$ cat src/rtl/crc_pkg.sv
package crc_pkg;

  typedef enum logic [1:0] {
    PH_IDLE = 2'd0,
    PH_RUN  = 2'd1,
    PH_PAD  = 2'd2
  } phase_e;

  // One division step: shift in a bit, subtract the generator when the top stage overflows
  function automatic logic [31:0] crc_step(logic [31:0] st, logic b,
                                           logic [31:0] taps, int deg);
    logic [31:0] mask;
    logic [31:0] nxt;
    logic        fb;
    mask = (32'h1 << deg) - 32'h1;
    fb   = st[deg-1];
    nxt  = ((st << 1) | {31'h0, b}) & mask;
    if (fb) nxt = nxt ^ (taps & mask);
    return nxt;
  endfunction

endpackage

$ cat src/rtl/crc_shift_reg.sv
module crc_shift_reg #(
  parameter int             DEG  = 3,
  parameter logic [DEG-1:0] TAPS = 3'b101
) (
  input  logic           clk_i,
  input  logic           rst_ni,
  input  logic           clr_i,
  input  logic           shift_i,
  input  logic           din_i,
  output logic [DEG-1:0] rem_o
);
  import crc_pkg::*;

  logic [DEG-1:0] rem_q;
  logic [31:0]    step_w;

  assign step_w = crc_step(32'(rem_q), din_i, 32'(TAPS), DEG);

  always_ff @(posedge clk_i or negedge rst_ni) begin
    if (!rst_ni)      rem_q <= '0;
    else if (clr_i)   rem_q <= '0;
    else if (shift_i) rem_q <= step_w[DEG-1:0];
  end

  assign rem_o = rem_q;

  // a start leaves an empty remainder
  p_clear_zero_r2: assert property (@(posedge clk_i) disable iff (!rst_ni)
    clr_i |=> rem_q == '0);
  // without a shift the remainder holds
  p_idle_hold_r10: assert property (@(posedge clk_i) disable iff (!rst_ni)
    (!clr_i && !shift_i) |=> rem_q == $past(rem_q));

endmodule

$ cat src/rtl/crc_strip_delay.sv
module crc_strip_delay #(
  parameter int DEG = 3
) (
  input  logic clk_i,
  input  logic rst_ni,
  input  logic clr_i,
  input  logic push_i,
  input  logic din_i,
  input  logic strip_i,
  output logic ov_o,
  output logic ob_o
);
  localparam int CW = $clog2(DEG + 1);

  logic [DEG-1:0] hold_q;
  logic [CW-1:0]  fill_q;
  logic           full_w;
  logic           ov_q, ob_q;

  assign full_w = (fill_q == CW'(DEG));

  always_ff @(posedge clk_i or negedge rst_ni) begin
    if (!rst_ni) begin
      hold_q <= '0;
      fill_q <= '0;
      ov_q   <= 1'b0;
      ob_q   <= 1'b0;
    end else if (clr_i) begin
      hold_q <= '0;
      fill_q <= '0;
      ov_q   <= 1'b0;
      ob_q   <= 1'b0;
    end else if (push_i) begin
      hold_q <= {hold_q[DEG-2:0], din_i};
      if (!full_w) fill_q <= fill_q + CW'(1);
      ov_q   <= strip_i ? full_w : 1'b1;
      ob_q   <= strip_i ? hold_q[DEG-1] : din_i;
    end else begin
      ov_q   <= 1'b0;
    end
  end

  assign ov_o = ov_q;
  assign ob_o = ob_q;

  // an output bit only ever follows an accepted input bit
  p_out_follows_push_r8: assert property (@(posedge clk_i) disable iff (!rst_ni)
    ov_q |-> $past(push_i));
  // in strip mode nothing leaves before the line has filled
  p_strip_waits_r9: assert property (@(posedge clk_i) disable iff (!rst_ni)
    (push_i && strip_i && !clr_i && fill_q == '0) |=> !ov_q);

endmodule

$ cat src/rtl/crc_seq_ctrl.sv
module crc_seq_ctrl #(
  parameter int DEG = 3
) (
  input  logic clk_i,
  input  logic rst_ni,
  input  logic start_i,
  input  logic mode_i,
  input  logic valid_i,
  input  logic last_i,
  output logic clr_o,
  output logic shift_o,
  output logic push_o,
  output logic zero_o,
  output logic check_o,
  output logic done_o
);
  import crc_pkg::*;
  localparam int CW = $clog2(DEG + 1);

  phase_e        ph_q;
  logic [CW-1:0] pad_q;
  logic          check_q, done_q;
  logic          take_w, pad_w;

  assign take_w  = !start_i && ph_q == PH_RUN && valid_i;
  assign pad_w   = !start_i && ph_q == PH_PAD;
  assign clr_o   = start_i;
  assign push_o  = take_w;
  assign shift_o = take_w || pad_w;
  assign zero_o  = pad_w;
  assign check_o = check_q;
  assign done_o  = done_q;

  always_ff @(posedge clk_i or negedge rst_ni) begin
    if (!rst_ni) begin
      ph_q    <= PH_IDLE;
      pad_q   <= '0;
      check_q <= 1'b0;
      done_q  <= 1'b0;
    end else begin
      done_q <= 1'b0;
      if (start_i) begin
        ph_q    <= PH_RUN;
        pad_q   <= '0;
        check_q <= mode_i;
      end else begin
        case (ph_q)
          PH_RUN: if (valid_i && last_i) begin
            if (check_q) begin
              ph_q   <= PH_IDLE;
              done_q <= 1'b1;
            end else begin
              ph_q  <= PH_PAD;
              pad_q <= CW'(DEG);
            end
          end
          PH_PAD: begin
            pad_q <= pad_q - CW'(1);
            if (pad_q == CW'(1)) begin
              ph_q   <= PH_IDLE;
              done_q <= 1'b1;
            end
          end
          default: ;
        endcase
      end
    end
  end

  // completion is a single-cycle pulse
  p_done_single_r11: assert property (@(posedge clk_i) disable iff (!rst_ni)
    done_q |=> !done_q);
  // the final zero shift is followed by done
  p_pad_ends_r4: assert property (@(posedge clk_i) disable iff (!rst_ni)
    (pad_w && pad_q == CW'(1)) |=> done_q);
  // start has priority over a presented bit
  p_start_wins_r2: assert property (@(posedge clk_i) disable iff (!rst_ni)
    start_i |-> !shift_o);

endmodule

$ cat src/rtl/crc_aug_serial.sv
module crc_aug_serial #(
  parameter int             DEG  = 3,
  parameter logic [DEG-1:0] TAPS = 3'b101
) (
  input  logic           clk_i,
  input  logic           rst_ni,
  input  logic           start_i,
  input  logic           mode_i,
  input  logic           valid_i,
  input  logic           bit_i,
  input  logic           last_i,
  output logic           out_valid_o,
  output logic           out_bit_o,
  output logic           done_o,
  output logic           ok_o,
  output logic [DEG-1:0] crc_o
);
  logic clr_w, shift_w, push_w, zero_w, check_w, done_w;
  logic [DEG-1:0] rem_w;

  crc_seq_ctrl #(.DEG(DEG)) u_ctrl (
    .clk_i(clk_i), .rst_ni(rst_ni), .start_i(start_i), .mode_i(mode_i),
    .valid_i(valid_i), .last_i(last_i), .clr_o(clr_w), .shift_o(shift_w),
    .push_o(push_w), .zero_o(zero_w), .check_o(check_w), .done_o(done_w)
  );

  crc_shift_reg #(.DEG(DEG), .TAPS(TAPS)) u_rem (
    .clk_i(clk_i), .rst_ni(rst_ni), .clr_i(clr_w), .shift_i(shift_w),
    .din_i(zero_w ? 1'b0 : bit_i), .rem_o(rem_w)
  );

  crc_strip_delay #(.DEG(DEG)) u_strip (
    .clk_i(clk_i), .rst_ni(rst_ni), .clr_i(clr_w), .push_i(push_w),
    .din_i(bit_i), .strip_i(check_w), .ov_o(out_valid_o), .ob_o(out_bit_o)
  );

  assign crc_o  = rem_w;
  assign done_o = done_w;
  assign ok_o   = done_w && check_w && (rem_w == '0);

  // ok is qualified by done
  p_ok_in_done_r7: assert property (@(posedge clk_i) disable iff (!rst_ni)
    ok_o |-> done_o);
  // remainder is frozen the cycle after done unless restarted
  p_hold_after_done_r11: assert property (@(posedge clk_i) disable iff (!rst_ni)
    (done_o && !start_i) |=> crc_o == $past(crc_o));

endmodule

$ cat config.mk
export PLATFORM = sky130hd
export DESIGN_NAME = crc_aug_serial
export DESIGN_NICKNAME = d
export VERILOG_FILES = /design/src/rtl/crc_pkg.sv /design/src/rtl/crc_shift_reg.sv /design/src/rtl/crc_strip_delay.sv /design/src/rtl/crc_seq_ctrl.sv /design/src/rtl/crc_aug_serial.sv
export SDC_FILE = /design/constraint.sdc
export NUM_CORES = 1
export LEC_CHECK = 0
export ABC_AREA = 1
export BUFFER_PORTS_ARGS = -buffer_cell sky130_fd_sc_hd__buf_4
export CORE_UTILIZATION = 48
export CTS_CLUSTER_SIZE = 16
export DETAILED_ROUTE_END_ITERATION = 10
export GPL_TIMING_DRIVEN = 0
export PLACE_DENSITY_LB_ADDON = 0.15
export SLEW_MARGIN = 20
export SYNTH_ARGS = -nofsm -noshare
export SYNTH_HDL_FRONTEND = slang
export SYNTH_SLANG_ARGS = --single-unit
$ cat constraint.sdc
create_clock -name clk_i -period 1.8 [get_ports clk_i]
set_input_delay 0.09 -clock clk_i [delete_from_list [all_inputs] [get_ports clk_i]]
set_output_delay 0.09 -clock clk_i [all_outputs]
set_load 0.05 [all_outputs]
==> results.txt, run 1 <==
status: completed
Syn. warnings: 0
root buf cell: clkbuf_4
Cell variety after synth: 22
GRT Overall Usage: 0.1824
WP data required: 1.71 ns
synthesis-stage register bit count: 16
Buf/Inv on CP: 2
Ant. Diodes: 0
Rel. slew slack: 0.8660
clock skew: 0.001558 ns
end of the worst hold path: u_ctrl.check_o$_DFFE_PN0P_
H-tree depth: 1
first-pass GRT wire length: 2608 µm
worst slew pin tran: 0.2011 ns
Post-Synthesis Cell Area: 883.3 µm²
port buffer count: 12
clock latency on the worst-skew pair: 0.28 ns
f_max: 779.5 MHz
share of layout cells above drive strength 1: 0.2314
Fill cells: 158
fin crit share: 0.7127
dpl cell area: 1010 µm²
Synth area leaders: dfrtp_1 45%, nand2_1 8.9%, ha_1 7.1%, nand3_1 6.8%, inv_1 6.4%
crit path cell chain: inv_1 > nand2_1 > nor3_2 > buf_4
antenna violations before repair: 0
Nets: 134
crit path time final: 1.283 ns
CP max stage delay: 0.43 ns
vias in the first global route: 640
worst hold start: mode_i
die area: 2016 µm²
DRC Markers: 0
chip height: 44.90 µm
leakage power: 0.5510 nW
Routed Wire Length: 1495 µm
CP delay by family, top: flip-flops
Mapped Avg Cell Area: 8.494 µm²
Yosys top cell by area: dfrtp_1
synthesized instance count: 104
CTS clk-pin slew, worst paths: 0.09 ns
HPWL Detailed: 1169 µm
Max Cap Violations: 0
grt ovf: 0
Starting DRT DRC Count: 1
Power Density: 845.9 nW/µm²
Hold Fails Final Rpt: 0
Initial Utilization: 0.5116
FF-to-FF End: u_ctrl.pad_q[0]$_DFFE_PN0P_
Setup crit end kind: primary output
Seq/Total Area, Yosys: 0.4533
area of the multi-input gates: 384.1 µm²
WP depth: 4
Hold Path Depth: 3
CTS buffer count: 3
Worst EP arrival: 1.19 ns
Layout area overhead: 19.55%
post-route design area: 1056 µm²
post_cts resized: 0
RSZ-0062 raised after global routing: no
Pre-Repair DR Iteration Count: 4
routed vias: 698
setup_tns: 0 ns
Placer Congestion: 0.7656
critical path class: reg2out
ANT nets after route: 0
Hold WC Path Type: in2reg
CTS Sinks: 16
worst vdd ir: 0.4496 mV
setup slack, reg-to-reg: 0.53 ns
reg2reg path depth: 7
CTS tree: done
Worst R2R Start: u_ctrl.ph_q[1]$_DFFE_PN0P_
slowest library cell on the worst path: dfrtp_1
fin. max-slew vios: 0
Synth top area share: 0.4533
largest net degree at the start of global routing: 17
Ports: 14
critical path startpoint category: flip-flop
row cnt: 15
die span in x: 44.90 µm
via/cell ratio: 4.781
Clock Path Buffers: 2
FF/Latch Area: 400.4 µm²
drt wl/cell: 10.24 µm
core area: 1727 µm²
CP max FO: 5
final setup violation count: 0
Mapped Nets: 116
## per-layer routing
layer  part of all wire  routed length (µm)  track usage
met4             0.0094                  14      0.07273
met2               0.44                 665       0.2971
met1               0.51                 769       0.2386
met5                  0                   0            0
met3              0.030                  45      0.03600
## metrics by stage
step	setup slack, ns	hold WS (ns)	total power, mW	util	cells
finish	0.5171	0.02327	0.8933	0.6116	146
global route	0.4044	0.01641	0.9602	0.6116	146
CTS	0.4946	0.01591	0.9026	0.6116	146
detailed placement	0.5358	-0.03895	0.6688	0.5848	141
global placement	0.5655	-0.04033	0.6629	0.5848	141
floorplan	0.3111	-0.2056	0.5988	-	104
## Yosys cell counts
library cell and instances:
o21ai_0 2, or2_0 1, nor2_1 7, clkinv_2 1, buf_12 1, a21oi_1 4, nand4_1 1, dfrtp_1 16
o22ai_1 2, o21ai_1 5, nand2_4 1, buf_6 1, nand2_1 21, a21oi_2 1, inv_8 1, nand3_2 2
inv_1 15, ha_1 5, o21ai_2 1, nor3_1 2, nand2_2 2, nand3_1 12
## cell type report
class | count | area share
Sequential cell | 16 | 0.3791
Multi-Input combinational cell | 69 | 0.3637
Timing Repair Buffer | 13 | 0.09479
Inverter | 17 | 0.06872
Clock buffer | 4 | 0.03436
Buffer | 2 | 0.02962
Tap cell | 25 | 0.02962
## worst reg2reg max path, cell delays in order, from the launching register on
cell     delay (ns)
dfrtp_1        0.42
inv_1          0.07
ha_1           0.23
inv_1          0.09
a21oi_2        0.17
nand2_1        0.09
nand2_1        0.06
nand2_1        0.05
## cells in the final DEF, fill, tap and decap left out, types with 2 or more instances in the layout
| cell | instances |
|---|---|
| nand3_2 | 2 |
| o21ai_1 | 5 |
| nand3_1 | 12 |
| a21oi_1 | 4 |
| clkbuf_4 | 3 |
| ha_1 | 5 |
| dfrtp_1 | 16 |
| o21ai_0 | 2 |
| inv_1 | 15 |
| nand2_1 | 21 |
| o22ai_1 | 2 |
| buf_4 | 12 |
| nor2_1 | 7 |
| nand2_2 | 2 |
## registers in the layout, indices dropped and copies added, names as in the netlist
name,count
u_ctrl.done_o,1
u_ctrl.ph_q,2
u_strip.ov_o,1
u_strip.hold_q,3
u_ctrl.check_o,1
u_strip.fill_q,2
u_ctrl.pad_q,2
u_rem.rem_o,3
u_strip.ob_o,1
## where the power goes
part | switching, mW | internal [mW] | total (mW) | leakage (nW)
logic | 0.155 | 0.0837 | 0.238 | 0.320
registers | 0.0295 | 0.393 | 0.422 | 0.210
clock network | 0.110 | 0.123 | 0.233 | 0.0210
## what timing repair did
action                                  4_1_cts  5_1_grt
endpoints found under the setup margin        0        0
setup buffers                                 0        0
endpoints found under the hold margin        16        0
hold buffers                                  1        0
## worst max path at each step
stage / start / endpoint / slack, ns
floorplan: u_rem.rem_o[2]$_DFFE_PN0P_ / ok_o / 0.31
finish: u_rem.rem_o[2]$_DFFE_PN0P_ / ok_o / 0.52
global placement: u_ctrl.ph_q[1]$_DFFE_PN0P_ / u_ctrl.pad_q[1]$_DFFE_PN0P_ / 0.57
CTS: u_rem.rem_o[2]$_DFFE_PN0P_ / ok_o / 0.49
global route: u_rem.rem_o[2]$_DFFE_PN0P_ / ok_o / 0.40
detailed placement: u_ctrl.ph_q[1]$_DFFE_PN0P_ / u_ctrl.pad_q[0]$_DFFE_PN0P_ / 0.54
## cells by family after synthesis
logic type / Yosys count / share of synthesized area
buf+inv: 19 / 0.1176
flops: 16 / 0.4533
fa+ha+maj: 5 / 0.07082
simple gates: 49 / 0.2621
compound gates: 15 / 0.09632
(Power assumes the default switching activity.)
==> run 2, diff against run 1 <==
==> constraint.sdc (replaced) <==
create_clock -name clk_i -period 1.31 [get_ports clk_i]
set_input_delay 0.0655 -clock clk_i [delete_from_list [all_inputs] [get_ports clk_i]]
set_output_delay 0.0655 -clock clk_i [all_outputs]
set_load 0.05 [all_outputs]
==> results.txt, run 2 (same netlist as run 1, synthesis figures left out) <==
Layout area overhead: 28.04%
most common cell after layout, fill and taps aside: nand2_1
via/cell ratio: 4.940 (+3.3%)
Hold WC Path Type: in2reg
row cnt: 15 (unchanged)
CTS clk-pin slew, worst paths: 0.10 ns (about the same)
setup_tns: 0 ns (unchanged)
Initial Utilization: 0.5116 (unchanged)
fin. max-slew vios: 0 (unchanged)
Rel. slew slack: 0.8626 (-0.003358)
NetSw: 434.7 µW (+48%)
H-tree depth: 1 (unchanged)
final setup violation count: 0 (unchanged)
core area: 1727 µm² (unchanged)
antenna violations before repair: 0 (unchanged)
leakage power: 0.5596 nW (+1.6%)
commonest cells after routing, fill and taps aside: 20 x nand2_1, 14 x buf_4, 13 x dfrtp_1
status: completed
ANT nets after route: 0 (unchanged)
f_max: 809.4 MHz
fin crit share: 0.9432
HPWL Detailed: 1202 µm (+2.8%)
Max Cap Violations: 0 (unchanged)
GRT Overall Usage: 0.1920 (+0.009615)
RSZ-0062 raised after global routing: yes
CTS buffer count: 3 (unchanged)
first-pass GRT wire length: 2753 µm (+5.6%)
Comb pwr share: 0.297 (+0.030)
CTS tree: done
Worst EP arrival: 1.47 ns (+0.28 ns)
critical path startpoint category: flip-flop
Nets: 138 (+3.0%)
reg2reg path depth: 7 (unchanged)
worst slew pin tran: 0.2061 ns (+0.005036 ns)
die span in x: 44.90 µm (unchanged)
sequential share of power: 0.449 (-0.024)
Pre-Repair DR Iteration Count: 3 (-1)
Worst R2R Start: u_ctrl.ph_q[1]$_DFFE_PN0P_
Ports: 14 (unchanged)
Starting DRT DRC Count: 7 (+6)
DRC Markers: 0 (unchanged)
vias in the first global route: 701 (+9.5%)
crit path time final: 1.236 ns
Placer Congestion: 0.7575 (-1.1%)
largest net degree at the start of global routing: 17 (unchanged)
WP data required: 1.54 ns (-0.17 ns)
Ant. Diodes: 0 (unchanged)
clock skew: 0.003440 ns (+0.001882 ns)
worst vdd ir: 0.6501 mV (+45%)
drt wl/cell: 11.05 µm (+7.9%)
Power Density: 1140 nW/µm² (+35%)
Int Power: 855.0 µW (+43%)
setup slack, reg-to-reg: 0.07 ns (-0.46 ns)
Clock Path Buffers: 2 (unchanged)
Critical Path End: u_ctrl.pad_q[0]$_DFFE_PN0P_
CTS Sinks: 16 (unchanged)
Routed Wire Length: 1658 µm (+11%)
share of layout cells above drive strength 1: 0.3280 (+0.09660)
Sw Share: 0.3370 (+0.007946)
Tot Pwr: 1.290 mW (+44%)
grt ovf: 0 (unchanged)
CP Launch Point: u_ctrl.ph_q[1]$_DFFE_PN0P_
port buffer count: 12 (unchanged)
Final Hold Slack: 0.03062 ns (+0.007351 ns)
clock latency on the worst-skew pair: 0.29 ns (about the same)
Hold Fails Final Rpt: 0 (unchanged)
CP max FO: 4 (-1)
FF-to-FF End: u_ctrl.pad_q[0]$_DFFE_PN0P_
root buf cell: clkbuf_4
Setup crit end kind: flip-flop
die area: 2016 µm² (unchanged)
chip height: 44.90 µm (unchanged)
critical path class: reg2reg
Clock power frac: 0.253 (-0.007)
routed vias: 741 (+6.2%)
-- run 2: changes by cell type in the layout (fill, tap and decap cells not counted), sizes merged --
| cell | before | now |
|---|---|---|
| dlygate4sd3 | 1 | 2 |
| buf | 14 | 17 |
-- run 2: timing repair --
action                                  CTS  global route
endpoints found under the hold margin    17             0
pin swaps                                 0             2
resized for setup                         1            10
endpoints found under the setup margin    1            12
hold buffers                              2             0
setup buffers                             1             2
-- run 2: how the worst min path moves through the flow --
stage                                         end  startpoint  slack, ns  depth (start not counted)
floorplan              u_ctrl.check_o$_DFFE_PN0P_      rst_ni      -0.23                          0
global placement         u_strip.ob_o$_DFFE_PN0P_      rst_ni      -0.06                          1
detailed placement  u_strip.hold_q[1]$_DFFE_PN0P_      rst_ni      -0.06                          1
CTS                    u_ctrl.check_o$_DFFE_PN0P_     start_i       0.03                          2
global route           u_ctrl.check_o$_DFFE_PN0P_     start_i       0.02                          2
finish                 u_ctrl.check_o$_DFFE_PN0P_     start_i       0.03                          2
-- run 2: power groups by stage --
stage / clock network [mW] / registers (mW) / logic (mW)
floorplan: 0 / 0.648 / 0.182
global placement: 0 / 0.591 / 0.327
detailed placement: 0 / 0.592 / 0.333
CTS: 0.332 / 0.579 / 0.352
global route: 0.353 / 0.585 / 0.425
finish: 0.327 / 0.579 / 0.384
-- run 2: worst max-delay path, cell delays in order, from the launching register on --
cell and delay (ns):
dfrtp_1 0.42, inv_1 0.10, ha_4 0.18, inv_2 0.05, a21oi_2 0.15, buf_4 0.13, nand3_1 0.08, nand2_1 0.07
-- run 2: routing by layer --
metal | share of wire | global-route usage | vias to the layer above
met1 | 0.50 | 0.2372 | 344
met3 | 0.023 | 0.03600 | 4
li1 | - | - | 380
met4 | 0.018 | 0.09091 | 0
met2 | 0.46 | 0.3235 | 13
met5 | 0 | 0 | -
-- run 2: final cells by class --
class	count	area, µm²
Fill cell	150	595.6
Multi-Input combinational cell	69	419.2
Sequential cell	16	404.1
Timing Repair Buffer	17	136.4
Inverter	17	72.57
Clock buffer	4	36.28
Buffer	2	31.28
Tap cell	25	31.28
-- run 2: through the flow --
step | util | instance area (µm²) | setup WS [ns] | std cells
2_1_floorplan | - | 897.1 | 0.05184 | 104
3_3_place_gp | 0.5899 | 1018 | 0.07526 | 141
3_5_place_dp | 0.5899 | 1018 | 0.04589 | 141
4_1_cts | 0.6290 | 1086 | 0.01036 | 148
5_1_grt | 0.6551 | 1131 | -0.01350 | 150
6_report | 0.6551 | 1131 | 0.07445 | 150
==> run 3, diff against run 2 <==
--- a/config.mk
+++ b/config.mk
@@ -7,6 +7,7 @@
 export LEC_CHECK = 0
 export ABC_AREA = 1
 export BUFFER_PORTS_ARGS = -buffer_cell sky130_fd_sc_hd__buf_4
+export CORE_MARGIN = 1.5
 export CORE_UTILIZATION = 48
 export CTS_CLUSTER_SIZE = 16
 export DETAILED_ROUTE_END_ITERATION = 10
@@ -15,4 +16,5 @@
 export SLEW_MARGIN = 20
 export SYNTH_ARGS = -nofsm -noshare
 export SYNTH_HDL_FRONTEND = slang
+export SYNTH_HIERARCHICAL = 1
 export SYNTH_SLANG_ARGS = --single-unit
==> results.txt, run 3 <==
status: finished with violations
violated checks: negative setup slack
Synth area leaders: dfrtp_1 44%, nand2_1 16%, inv_1 6.1%, ha_1 5.5%, nand3_1 4.4%
CP max FO: 4 (unchanged)
# placed instances: 160 (+13%)
Layout area overhead: 37.16%
slowest library cell on the worst path: dfrtp_1
die span in x: 46.68 µm (+4.0%)
CP max stage delay: 0.41 ns (about the same)
Power Density: 1162 nW/µm² (+1.9%)
Syn. warnings: 6 (+6)
Max Cap Violations: 0 (unchanged)
Initial Utilization: 0.5191 (+0.007555)
Buf/Inv on CP: 4 (+1)
Setup crit end kind: flip-flop
most common cell after layout, fill and taps aside: nand2_1
CP dominant cell by count: inv_2
Synth top area share: 0.4372 (-0.01610)
crit path time final: 1.357 ns (+0.1215 ns)
worst slew pin tran: 0.2197 ns (+0.01358 ns)
chip height: 46.68 µm (+4.0%)
EDFF count, synth: 0 (unchanged)
clock skew: 0.003257 ns (-0.0001832 ns)
HPWL Detailed: 1281 µm (+6.6%)
antenna violations before repair: 0 (unchanged)
Pre-Repair DR Iteration Count: 4 (+1)
clock latency on the worst-skew pair: 0.29 ns (about the same)
row cnt: 15 (unchanged)
Non-Filler Instances: 173 (+15%)
Mapped Avg Cell Area: 7.446 µm² (-12%)
Mapped Nets: 134 (+16%)
core area: 1764 µm² (+2.2%)
final worst slack: -0.04700 ns (-0.1215 ns)
CP delay by family, top: simple AND/OR/NAND/NOR gates
Clock Path Buffers: 2 (unchanged)
Routed Wire Length: 2096 µm (+26%)
Nets: 161 (+17%)
die area: 2179 µm² (+8.1%)
final setup violation count: 9 (+9)
Post-synth top flop: dfrtp_1
RSZ-0062 raised after global routing: yes
Rel. slew slack: 0.8531 (-0.009461)
DRC Markers: 0 (unchanged)
Ant. Diodes: 0 (unchanged)
critical path startpoint category: flip-flop
Tot Pwr: 1.460 mW (+13%)
ANT nets after route: 0 (unchanged)
CTS Sinks: 16 (unchanged)
synthesized instance count: 123 (+18%)
via/cell ratio: 4.942 (about the same)
crit path cell chain: inv_2 > ha_4 > inv_4 > nor2_4 > inv_2 > nor2_4 > inv_2 > nand2_2 > nand2_2 > nand2_1 > nand2_1
CTS tree: done
largest net degree at the start of global routing: 17 (unchanged)
Ports: 14 (unchanged)
synthesis-stage register bit count: 16 (unchanged)
setup slack, reg-to-reg: -0.05 ns (-0.12 ns)
critical path class: reg2reg
Starting DRT DRC Count: 27 (+20)
routed vias: 855 (+15%)
Post-synth top cells: 39 x nand2_1, 16 x dfrtp_1, 15 x inv_1
post-layout util: 0.7121 (+0.05699)
f_max: 736.9 MHz (-9.0%)
root buf cell: clkbuf_4
Worst EP arrival: 1.54 ns (+0.07 ns)
grt ovf: 0 (unchanged)
Seq/Total Area, Yosys: 0.4372 (-0.01610)
Hold WC Path Type: in2reg
Yosys top cell by area: dfrtp_1
commonest cells after routing, fill and taps aside: 34 x nand2_1, 21 x buf_4, 13 x inv_1, 13 x dfrtp_1, 9 x nand2_2
fin crit share: 1.036 (+0.09271)
fin. max-slew vios: 0 (unchanged)
Post-Synthesis Cell Area: 915.9 µm² (+3.7%)
share of layout cells above drive strength 1: 0.4122 (+0.08416)
leading cell type by number of instances after synthesis: nand2_1
dpl cell area: 1049 µm² (+2.9%)
GRT Overall Usage: 0.2120 (+0.02000)
Placer Congestion: 0.7936 (+4.8%)
Hold Fails Final Rpt: 0 (unchanged)
FFs w/ async S/R, synth: 1.000 (unchanged)
Final Hold Slack: 0.01032 ns (-0.02031 ns)
WP data required: 1.49 ns (-0.05 ns)
CTS buffer count: 3 (unchanged)
port buffer count: 12 (unchanged)
vias in the first global route: 752 (+7.3%)
first-pass GRT wire length: 3132 µm (+14%)
Cell variety after synth: 20 (-9.1%)
worst vdd ir: 0.7884 mV (+21%)
post-route design area: 1256 µm² (+11%)
leakage power: 0.6339 nW (+13%)
H-tree depth: 1 (unchanged)
drt wl/cell: 12.12 µm (+9.6%)
CTS clk-pin slew, worst paths: 0.09 ns (about the same)
==> run 3: routing by layer <==
metal,up-vias,part of all wire,global-route usage
met5,-,0,0
met2,26,0.50,0.3750
met3,8,0.036,0.02745
li1,425,-,-
met1,396,0.42,0.2506
met4,0,0.041,0.1000
==> run 3: final timing paths <==
path                                                  start                             to  cells after the start
worst max-delay path             u_ctrl/ph_q[1]$_DFFE_PN0P_  u_strip/fill_q[0]$_DFFE_PN0P_                     11
worst min-delay path                                  bit_i  u_strip/hold_q[0]$_DFFE_PN0P_                      3
worst max register to register   u_ctrl/ph_q[1]$_DFFE_PN0P_  u_strip/fill_q[0]$_DFFE_PN0P_                     11
worst min register to register  u_ctrl/pad_q[1]$_DFFE_PN0P_    u_ctrl/pad_q[1]$_DFFE_PN0P_                      2
max in group asynchronous                            rst_ni     u_ctrl/ph_q[0]$_DFFE_PN0P_                      2
min in group asynchronous                            rst_ni    u_ctrl/pad_q[0]$_DFFE_PN0P_                      2
==> run 3: area by class of cell <==
| class | count | area, µm² |
|---|---|---|
| multi-input cells | 83 | 521.8 |
| fillers | 149 | 508.0 |
| flip-flops and latches | 16 | 404.1 |
| repair buffers | 22 | 170.2 |
| inverters | 22 | 87.58 |
| well taps | 25 | 31.28 |
| clock buffers | 3 | 22.52 |
| plain buffers | 2 | 18.77 |
==> run 3: through the flow <==
stage               setup WS [ns]  TNS (ns)
global route              -0.1553    -1.180
global placement          -0.1178   -0.5946
floorplan               -0.005908  -0.01178
CTS                      -0.04946   -0.1418
finish                   -0.04700   -0.2286
detailed placement        -0.1341   -0.8935
==> run 3: repair_timing <==
item,in CTS,in global routing
setup buffers,5,4
endpoints found under the hold margin,17,0
hold buffers,2,0
pin swaps,4,13
setup endpoints to repair,11,12
resized for setup,10,18
==> run 3: cells by family (layout without fill, tap and decap cells) <==
| family | Yosys count | in the layout | share of synthesized area |
|---|---|---|---|
| DFF | 16 | 16 | 0.4372 |
| buffers and inverters | 24 | 49 | 0.1107 |
| adders and majority gates | 4 | 4 | 0.05465 |
| and+or+nand+nor | 71 | 71 | 0.3484 |
| AOI/OAI and AO/OA | 8 | 8 | 0.04919 |
==> run 3: report_power, final <==
group | internal (mW) | total, mW | switching, mW
registers | 0.554 | 0.607 | 0.0535
logic | 0.255 | 0.596 | 0.341
clock network | 0.107 | 0.256 | 0.149
==> run 3: worst reg2reg max path, stage by stage (launching register included) <==
cell	delay (ns)
dfrtp_1	0.41
inv_2	0.07
ha_4	0.13
inv_4	0.04
nor2_4	0.09
inv_2	0.07
nor2_4	0.13
inv_2	0.07
nand2_2	0.09
nand2_2	0.06
nand2_1	0.05
nand2_1	0.04
